===== config.mk =====
export PLATFORM = sky130hd
export DESIGN_NAME = chip_erase_seq
export DESIGN_NICKNAME = d
export VERILOG_FILES = /design/src/rtl/ces_pkg.sv /design/src/rtl/ces_width_timer.sv /design/src/rtl/ces_scan_addr.sv /design/src/rtl/ces_status.sv /design/src/rtl/chip_erase_seq.sv
export SDC_FILE = /design/constraint.sdc
export NUM_CORES = 1
export LEC_CHECK = 0
export CORE_ASPECT_RATIO = 0.8
export CORE_UTILIZATION = 50
export DETAILED_ROUTE_END_ITERATION = 8
export PLACE_DENSITY = 0.78
export SLEW_MARGIN = 10
export SYNTH_ARGS = -nofsm -noshare
export SYNTH_HDL_FRONTEND = slang
export SYNTH_SLANG_ARGS = --single-unit

===== constraint.sdc =====
create_clock -name clk -period 4.4 [get_ports clk]
set_input_delay 0.66 -clock clk [delete_from_list [all_inputs] [get_ports clk]]
set_output_delay 0.66 -clock clk [all_outputs]
set_load 0.02 [all_outputs]

===== src/rtl/ces_pkg.sv =====
package ces_pkg;
  typedef enum logic [2:0] {
    S_IDLE,
    S_PP_WR,
    S_PP_RD,
    S_PP_CHK,
    S_ER_PULSE,
    S_EV_RD,
    S_EV_CHK
  } ces_state_t;
endpackage


===== src/rtl/ces_width_timer.sv =====
// Down-counter that sets the width of one bulk erase pulse.
module ces_width_timer #(
  parameter int PULSE_CYC = 16,
  localparam int CW = $clog2(PULSE_CYC + 1)
) (
  input  logic clk,
  input  logic rst,
  input  logic load,
  output logic expire
);
  logic [CW-1:0] cnt_q;

  always_ff @(posedge clk) begin
    if (rst) begin
      cnt_q <= '0;
    end else if (load) begin
      cnt_q <= CW'(PULSE_CYC - 1);
    end else if (cnt_q != '0) begin
      cnt_q <= cnt_q - 1'b1;
    end
  end

  assign expire = (cnt_q == '0);

  assert_timer_range_R4: assert property (@(posedge clk) disable iff (rst)
    cnt_q <= CW'(PULSE_CYC - 1));
endmodule


===== src/rtl/ces_scan_addr.sv =====
// Word address counter shared by the pre-program and erase-verify scans.
module ces_scan_addr #(
  parameter int DEPTH = 16,
  localparam int ADDR_W = (DEPTH > 1) ? $clog2(DEPTH) : 1
) (
  input  logic              clk,
  input  logic              rst,
  input  logic              clr,
  input  logic              inc,
  output logic [ADDR_W-1:0] addr,
  output logic              last
);
  logic [ADDR_W-1:0] addr_q;

  always_ff @(posedge clk) begin
    if (rst || clr) begin
      addr_q <= '0;
    end else if (inc) begin
      addr_q <= addr_q + 1'b1;
    end
  end

  assign addr = addr_q;
  assign last = (addr_q == ADDR_W'(DEPTH - 1));

  // the scan never steps past the final word
  assert_no_wrap_R5: assert property (@(posedge clk) disable iff (rst)
    (inc && !clr) |=> (addr_q != '0));
endmodule


===== src/rtl/ces_status.sv =====
// Host-visible status registers: busy, done, fail and the toggle bit.
module ces_status (
  input  logic clk,
  input  logic rst,
  input  logic busy_nxt,
  input  logic done_set,
  input  logic fail_set,
  input  logic start_acc,
  input  logic status_rd,
  output logic busy,
  output logic done,
  output logic fail,
  output logic toggle
);
  logic busy_q, done_q, fail_q, toggle_q;

  always_ff @(posedge clk) begin
    if (rst) begin
      busy_q   <= 1'b0;
      done_q   <= 1'b0;
      fail_q   <= 1'b0;
      toggle_q <= 1'b0;
    end else begin
      busy_q <= busy_nxt;
      done_q <= done_set;
      if (start_acc) begin
        fail_q <= 1'b0;
      end else if (fail_set) begin
        fail_q <= 1'b1;
      end
      if (busy_q && status_rd) begin
        toggle_q <= ~toggle_q;
      end
    end
  end

  assign busy   = busy_q;
  assign done   = done_q;
  assign fail   = fail_q;
  assign toggle = toggle_q;

  // status reads while idle leave the toggle bit alone
  assert_toggle_hold_R8: assert property (@(posedge clk) disable iff (rst)
    !$past(busy_q) |-> $stable(toggle_q));

  // a done pulse lasts one cycle and never coincides with busy or fail
  assert_done_single_R7: assert property (@(posedge clk) disable iff (rst)
    done_q |-> (!busy_q && !fail_q) ##1 !done_q);
endmodule


===== src/rtl/chip_erase_seq.sv =====
// Whole-array erase sequencer: pre-program and verify, then pulse/verify loop.
module chip_erase_seq
  import ces_pkg::*;
#(
  parameter int DATA_W     = 16,
  parameter int DEPTH      = 2097152,
  parameter int PULSE_CYC  = 5000000,
  parameter int MAX_PULSES = 1024,
  parameter int PGM_TRIES  = 25,
  localparam int ADDR_W    = (DEPTH > 1) ? $clog2(DEPTH) : 1
) (
  input  logic              clk,
  input  logic              rst,
  input  logic              erase_start,
  input  logic              status_rd,
  input  logic [DATA_W-1:0] arr_rdata,
  output logic [ADDR_W-1:0] arr_addr,
  output logic [DATA_W-1:0] arr_wdata,
  output logic              arr_wr_en,
  output logic              arr_rd_en,
  output logic              arr_erase,
  output logic              busy,
  output logic              done,
  output logic              fail,
  output logic              toggle
);
  localparam int PCW = $clog2(MAX_PULSES + 1);
  localparam int TCW = $clog2(PGM_TRIES + 1);

  ces_state_t state_q, state_nxt;

  logic [PCW-1:0] pulse_q;
  logic [TCW-1:0] tries_q;
  logic scan_clr, scan_inc, scan_last;
  logic tmr_load, tmr_expire;
  logic pulse_inc, pulse_clr, try_inc, try_clr;
  logic done_set, fail_set, start_acc;
  logic word_zero, word_ones;

  assign word_zero = (arr_rdata == '0);
  assign word_ones = (arr_rdata == '1);

  ces_scan_addr #(.DEPTH(DEPTH)) u_scan (
    .clk  (clk),
    .rst  (rst),
    .clr  (scan_clr),
    .inc  (scan_inc),
    .addr (arr_addr),
    .last (scan_last)
  );

  ces_width_timer #(.PULSE_CYC(PULSE_CYC)) u_timer (
    .clk    (clk),
    .rst    (rst),
    .load   (tmr_load),
    .expire (tmr_expire)
  );

  ces_status u_status (
    .clk       (clk),
    .rst       (rst),
    .busy_nxt  (state_nxt != S_IDLE),
    .done_set  (done_set),
    .fail_set  (fail_set),
    .start_acc (start_acc),
    .status_rd (status_rd),
    .busy      (busy),
    .done      (done),
    .fail      (fail),
    .toggle    (toggle)
  );

  always_comb begin
    state_nxt = state_q;
    scan_clr  = 1'b0;
    scan_inc  = 1'b0;
    tmr_load  = 1'b0;
    pulse_inc = 1'b0;
    pulse_clr = 1'b0;
    try_inc   = 1'b0;
    try_clr   = 1'b0;
    done_set  = 1'b0;
    fail_set  = 1'b0;
    start_acc = 1'b0;
    unique case (state_q)
      S_IDLE: begin
        if (erase_start) begin
          start_acc = 1'b1;
          scan_clr  = 1'b1;
          pulse_clr = 1'b1;
          try_clr   = 1'b1;
          state_nxt = S_PP_WR;
        end
      end
      S_PP_WR: state_nxt = S_PP_RD;
      S_PP_RD: state_nxt = S_PP_CHK;
      S_PP_CHK: begin
        if (word_zero) begin
          try_clr = 1'b1;
          if (scan_last) begin
            scan_clr  = 1'b1;
            tmr_load  = 1'b1;
            pulse_inc = 1'b1;
            state_nxt = S_ER_PULSE;
          end else begin
            scan_inc  = 1'b1;
            state_nxt = S_PP_WR;
          end
        end else if (tries_q == TCW'(PGM_TRIES - 1)) begin
          fail_set  = 1'b1;
          state_nxt = S_IDLE;
        end else begin
          try_inc   = 1'b1;
          state_nxt = S_PP_WR;
        end
      end
      S_ER_PULSE: begin
        if (tmr_expire) state_nxt = S_EV_RD;
      end
      S_EV_RD: state_nxt = S_EV_CHK;
      S_EV_CHK: begin
        if (word_ones) begin
          if (scan_last) begin
            done_set  = 1'b1;
            state_nxt = S_IDLE;
          end else begin
            scan_inc  = 1'b1;
            state_nxt = S_EV_RD;
          end
        end else if (pulse_q == PCW'(MAX_PULSES)) begin
          fail_set  = 1'b1;
          state_nxt = S_IDLE;
        end else begin
          tmr_load  = 1'b1;
          pulse_inc = 1'b1;
          state_nxt = S_ER_PULSE;
        end
      end
      default: state_nxt = S_IDLE;
    endcase
  end

  always_ff @(posedge clk) begin
    if (rst) begin
      state_q <= S_IDLE;
      pulse_q <= '0;
      tries_q <= '0;
    end else begin
      state_q <= state_nxt;
      if (pulse_clr)      pulse_q <= '0;
      else if (pulse_inc) pulse_q <= pulse_q + 1'b1;
      if (try_clr)        tries_q <= '0;
      else if (try_inc)   tries_q <= tries_q + 1'b1;
    end
  end

  assign arr_wr_en = (state_q == S_PP_WR);
  assign arr_rd_en = (state_q == S_PP_RD) || (state_q == S_EV_RD);
  assign arr_erase = (state_q == S_ER_PULSE);
  assign arr_wdata = '0;

  assert_one_strobe_R11: assert property (@(posedge clk) disable iff (rst)
    $onehot0({arr_wr_en, arr_rd_en, arr_erase}));

  assert_pulse_cap_R6: assert property (@(posedge clk) disable iff (rst)
    pulse_q <= PCW'(MAX_PULSES));

  assert_erase_after_check_R3: assert property (@(posedge clk) disable iff (rst)
    $rose(arr_erase) |-> ($past(state_q) == S_PP_CHK || $past(state_q) == S_EV_CHK));

  assert_start_ignored_R9: assert property (@(posedge clk) disable iff (rst)
    (busy && state_q != S_IDLE && erase_start) |=> !$rose(arr_wr_en) || $past(state_q) == S_PP_CHK);
endmodule


==> flow_summary.toml <==
[worst_hold_path]
hold_path_startpoint = "pulse_q[5]$_SDFFE_PP0P_"
hold_class = "reg2reg"
min_to = "pulse_q[5]$_SDFFE_PP0P_"
hold_depth = 2

[route]
vias = 3582
drc = 0
ant_nets = 0
drt-vias-per-instance = 5.89
wire_per_inst_um = 14.8
firstDrtPassIters = 5
drt_wl_total_um = 8980
dr.first_iter.drc_count = 212

[floorplan]
die_h_um = 80.0
dieArea_mm2 = 0.00796
die_w_um = 99.5
core_mm2 = 0.00739
start_util_pct = 51.5
num_rows = 28
io_pins = 64

[placement]
portBuffers = 47
place.gp.congestion = 0.836
place_inst = 592
dp_hpwl_um = 6320
place_area_mm2 = 0.00428

[clocking]
cts_hold_buf = 0
clock_path_buffers = 2
cts_buffers = 9
h-tree-depth = 3
post-cts-setup-buffer-count = 0
clkLatencyLatePin_ns = 0.35
clock-root-buffer = "clkbuf_8"
cts_resized = 0
cts_sinks = 67
clk_pin_slew_ns = 0.07
tritoncts = "done"

[cells_and_area]
final_cell_mix = "67 x dfxtp_1, 47 x clkdlybuf4s50_1, 32 x a21oi_1"
area_delta_synth_final_pct = 17.8
final_nets = 525
fin_util_pct = 60.6
final_cell_area_mm2 = 0.00448
final_cells = 608
layout_commonest_cell = "dfxtp_1"
drive_gt1_share_pct = 8.55
antenna_cells = 0

[worst_setup_path]
critPathMaxFanout = 15
critical_path.endpoint_type = "flip-flop"
reg2reg_depth = 6
critPathKind = "in2reg"
crit_arrival_ns = 3.24
rrSetupSlack_ns = 1.62
rr_startpoint = "u_scan.addr[3]$_SDFFE_PP0P_"
critPathLaunchType = "primary input"
worstPathRequired_ns = 4.68
r2r_end = "pulse_q[5]$_SDFFE_PP0P_"

[grt]
grt_usage_pct = 23.3
gr-usage-met2_pct = 38.3
grt_pass1_vias = 3230
grtUsageMet3_pct = 5.60
gr-max-usage-layer = "met2"
grt_max_degree = 38
grtUsageMet1_pct = 30.4
grt_first_pass_wirelength_um = 14800
antenna_found_initial = 0
grt.overflow.total = 0

[synth]
seq_area_frac_synth_pct = 35.3
yosys.area.top_type = "dfxtp_1"
synth_top_area_share_pct = 35.3
synthArstFlopShare_pct = 0
synth.distinct_cells = 56
syn_inst = 456
yosys_warnings = 0
synthesis.area_mm2 = 0.00380
synth-main-ff-cell = "dfxtp_1"
synth_area_leaders = "dfxtp_1 35%, mux2i_1 6.3%, a21oi_1 4.2%"
avgSynthCellArea_um2 = 8.34
synth-edff-count = 0
ys_seq_elements = 67

[timing]
fin_crit_sh_pct = 67.2
min_period_ns = 2.96
slew_violations = 0
hold_violations = 0
max_freq_mhz = 338
setup_violations = 0
finClkSkew_ns = 0.0123
grt_setup_unrepaired = "no"
maxSlewHeadroom_pct = 57.7
worstMarginPinSlew_ns = 0.629
final.setup.tns_ns = 0

[pwr]
ir_drop_uv = 225
p_leak_uw = 0.00150
powerDensity_mw_per_mm2 = 471

[outcome]
outcome = "finished, final reports clean"

[run]
cap_violations = 0
## synth_stat cells (all sizes together), types with 9 or more instances
cell and n:
nand2b 9, clkbuf 12, nand4 21, inv 12, a21oi 32, mux2i 24
buf 24, or3 24, nor2 25, or4 9, nor3 18, nand2 29
o21ai 14, nand3 32, dfxtp 67, xor2 13, nor4 18
## registers in the layout (all words and copies together) (netlist names)
| signal | cells |
|---|---|
| u_timer.cnt_q | 23 |
| u_scan.addr | 21 |
| pulse_q | 11 |
| tries_q | 5 |
| state_q | 3 |
| u_status.busy | 1 |
| u_status.done | 1 |
| u_status.fail | 1 |
| u_status.toggle | 1 |
## critical path, stage by stage
cell and delay (ns):
clkdlybuf4s50_1 0.42, nor4_1 0.38, and4_1 0.34, nand4_1 0.51, buf_4 0.41, a211oi_1 0.29, mux2i_1 0.22
## logic make-up (layout without fill, tap and decap cells)
kind of cell	count (synthesis)	after routing	share of synthesized area (%)
AOI/OAI and AO/OA	76	76	12.1
DFF	67	67	35.3
xor gates and xnor gates	18	18	4.14
other	1	16	0.0986
and+or+nand+nor	214	214	32.4
adders and majority gates	7	7	2.30
buffers and inverters	48	80	7.10
muxes	25	25	6.61
## metal layers
layer  vias up  wire (um)
li1       1751          -
met1      1701       4200
met2       120       4180
met3        10        511
met4         0         87
met5         -          0
## worst max path at each step
stage / startpoint / endpoint / slack [ns] / cells after the start
6_report: arr_rdata[11] / pulse_q[5]$_SDFFE_PP0P_ / 1.44 / 7
5_1_grt: arr_rdata[3] / pulse_q[5]$_SDFFE_PP0P_ / 1.34 / 7
4_1_cts: arr_rdata[11] / pulse_q[5]$_SDFFE_PP0P_ / 1.51 / 7
3_5_place_dp: arr_rdata[11] / pulse_q[5]$_SDFFE_PP0P_ / 1.14 / 7
3_3_place_gp: arr_rdata[8] / pulse_q[5]$_SDFFE_PP0P_ / 1.29 / 7
2_1_floorplan: arr_rdata[11] / pulse_q[2]$_SDFFE_PP0P_ / 2.15 / 7
## stage by stage
stage | hold WS, ns | worst slack [ns] | total power, uW
floorplan | 0.443 | 2.15 | 1420
global placement | 0.454 | 1.29 | 1530
detailed placement | 0.474 | 1.14 | 1570
CTS | 0.492 | 1.51 | 2100
global route | 0.514 | 1.34 | 2250
finish | 0.491 | 1.44 | 2110
## area by class of cell
| type | count | area, um^2 |
|---|---|---|
| sequential | 67 | 1340 |
| timing repair buffer | 52 | 508 |
| multi-input combinational | 356 | 2260 |
| tap | 105 | 131 |
| clock inverter | 6 | 63.8 |
| inverter | 12 | 45.0 |
| fill | 630 | 2910 |
| clock buffer | 10 | 138 |
## power breakdown
part / internal [uW] / switching (uW)
registers: 697 / 103
clock network: 277 / 250
logic: 316 / 469
total: 1290 / 822
Note: power is estimated with default switching activity, not from simulation.
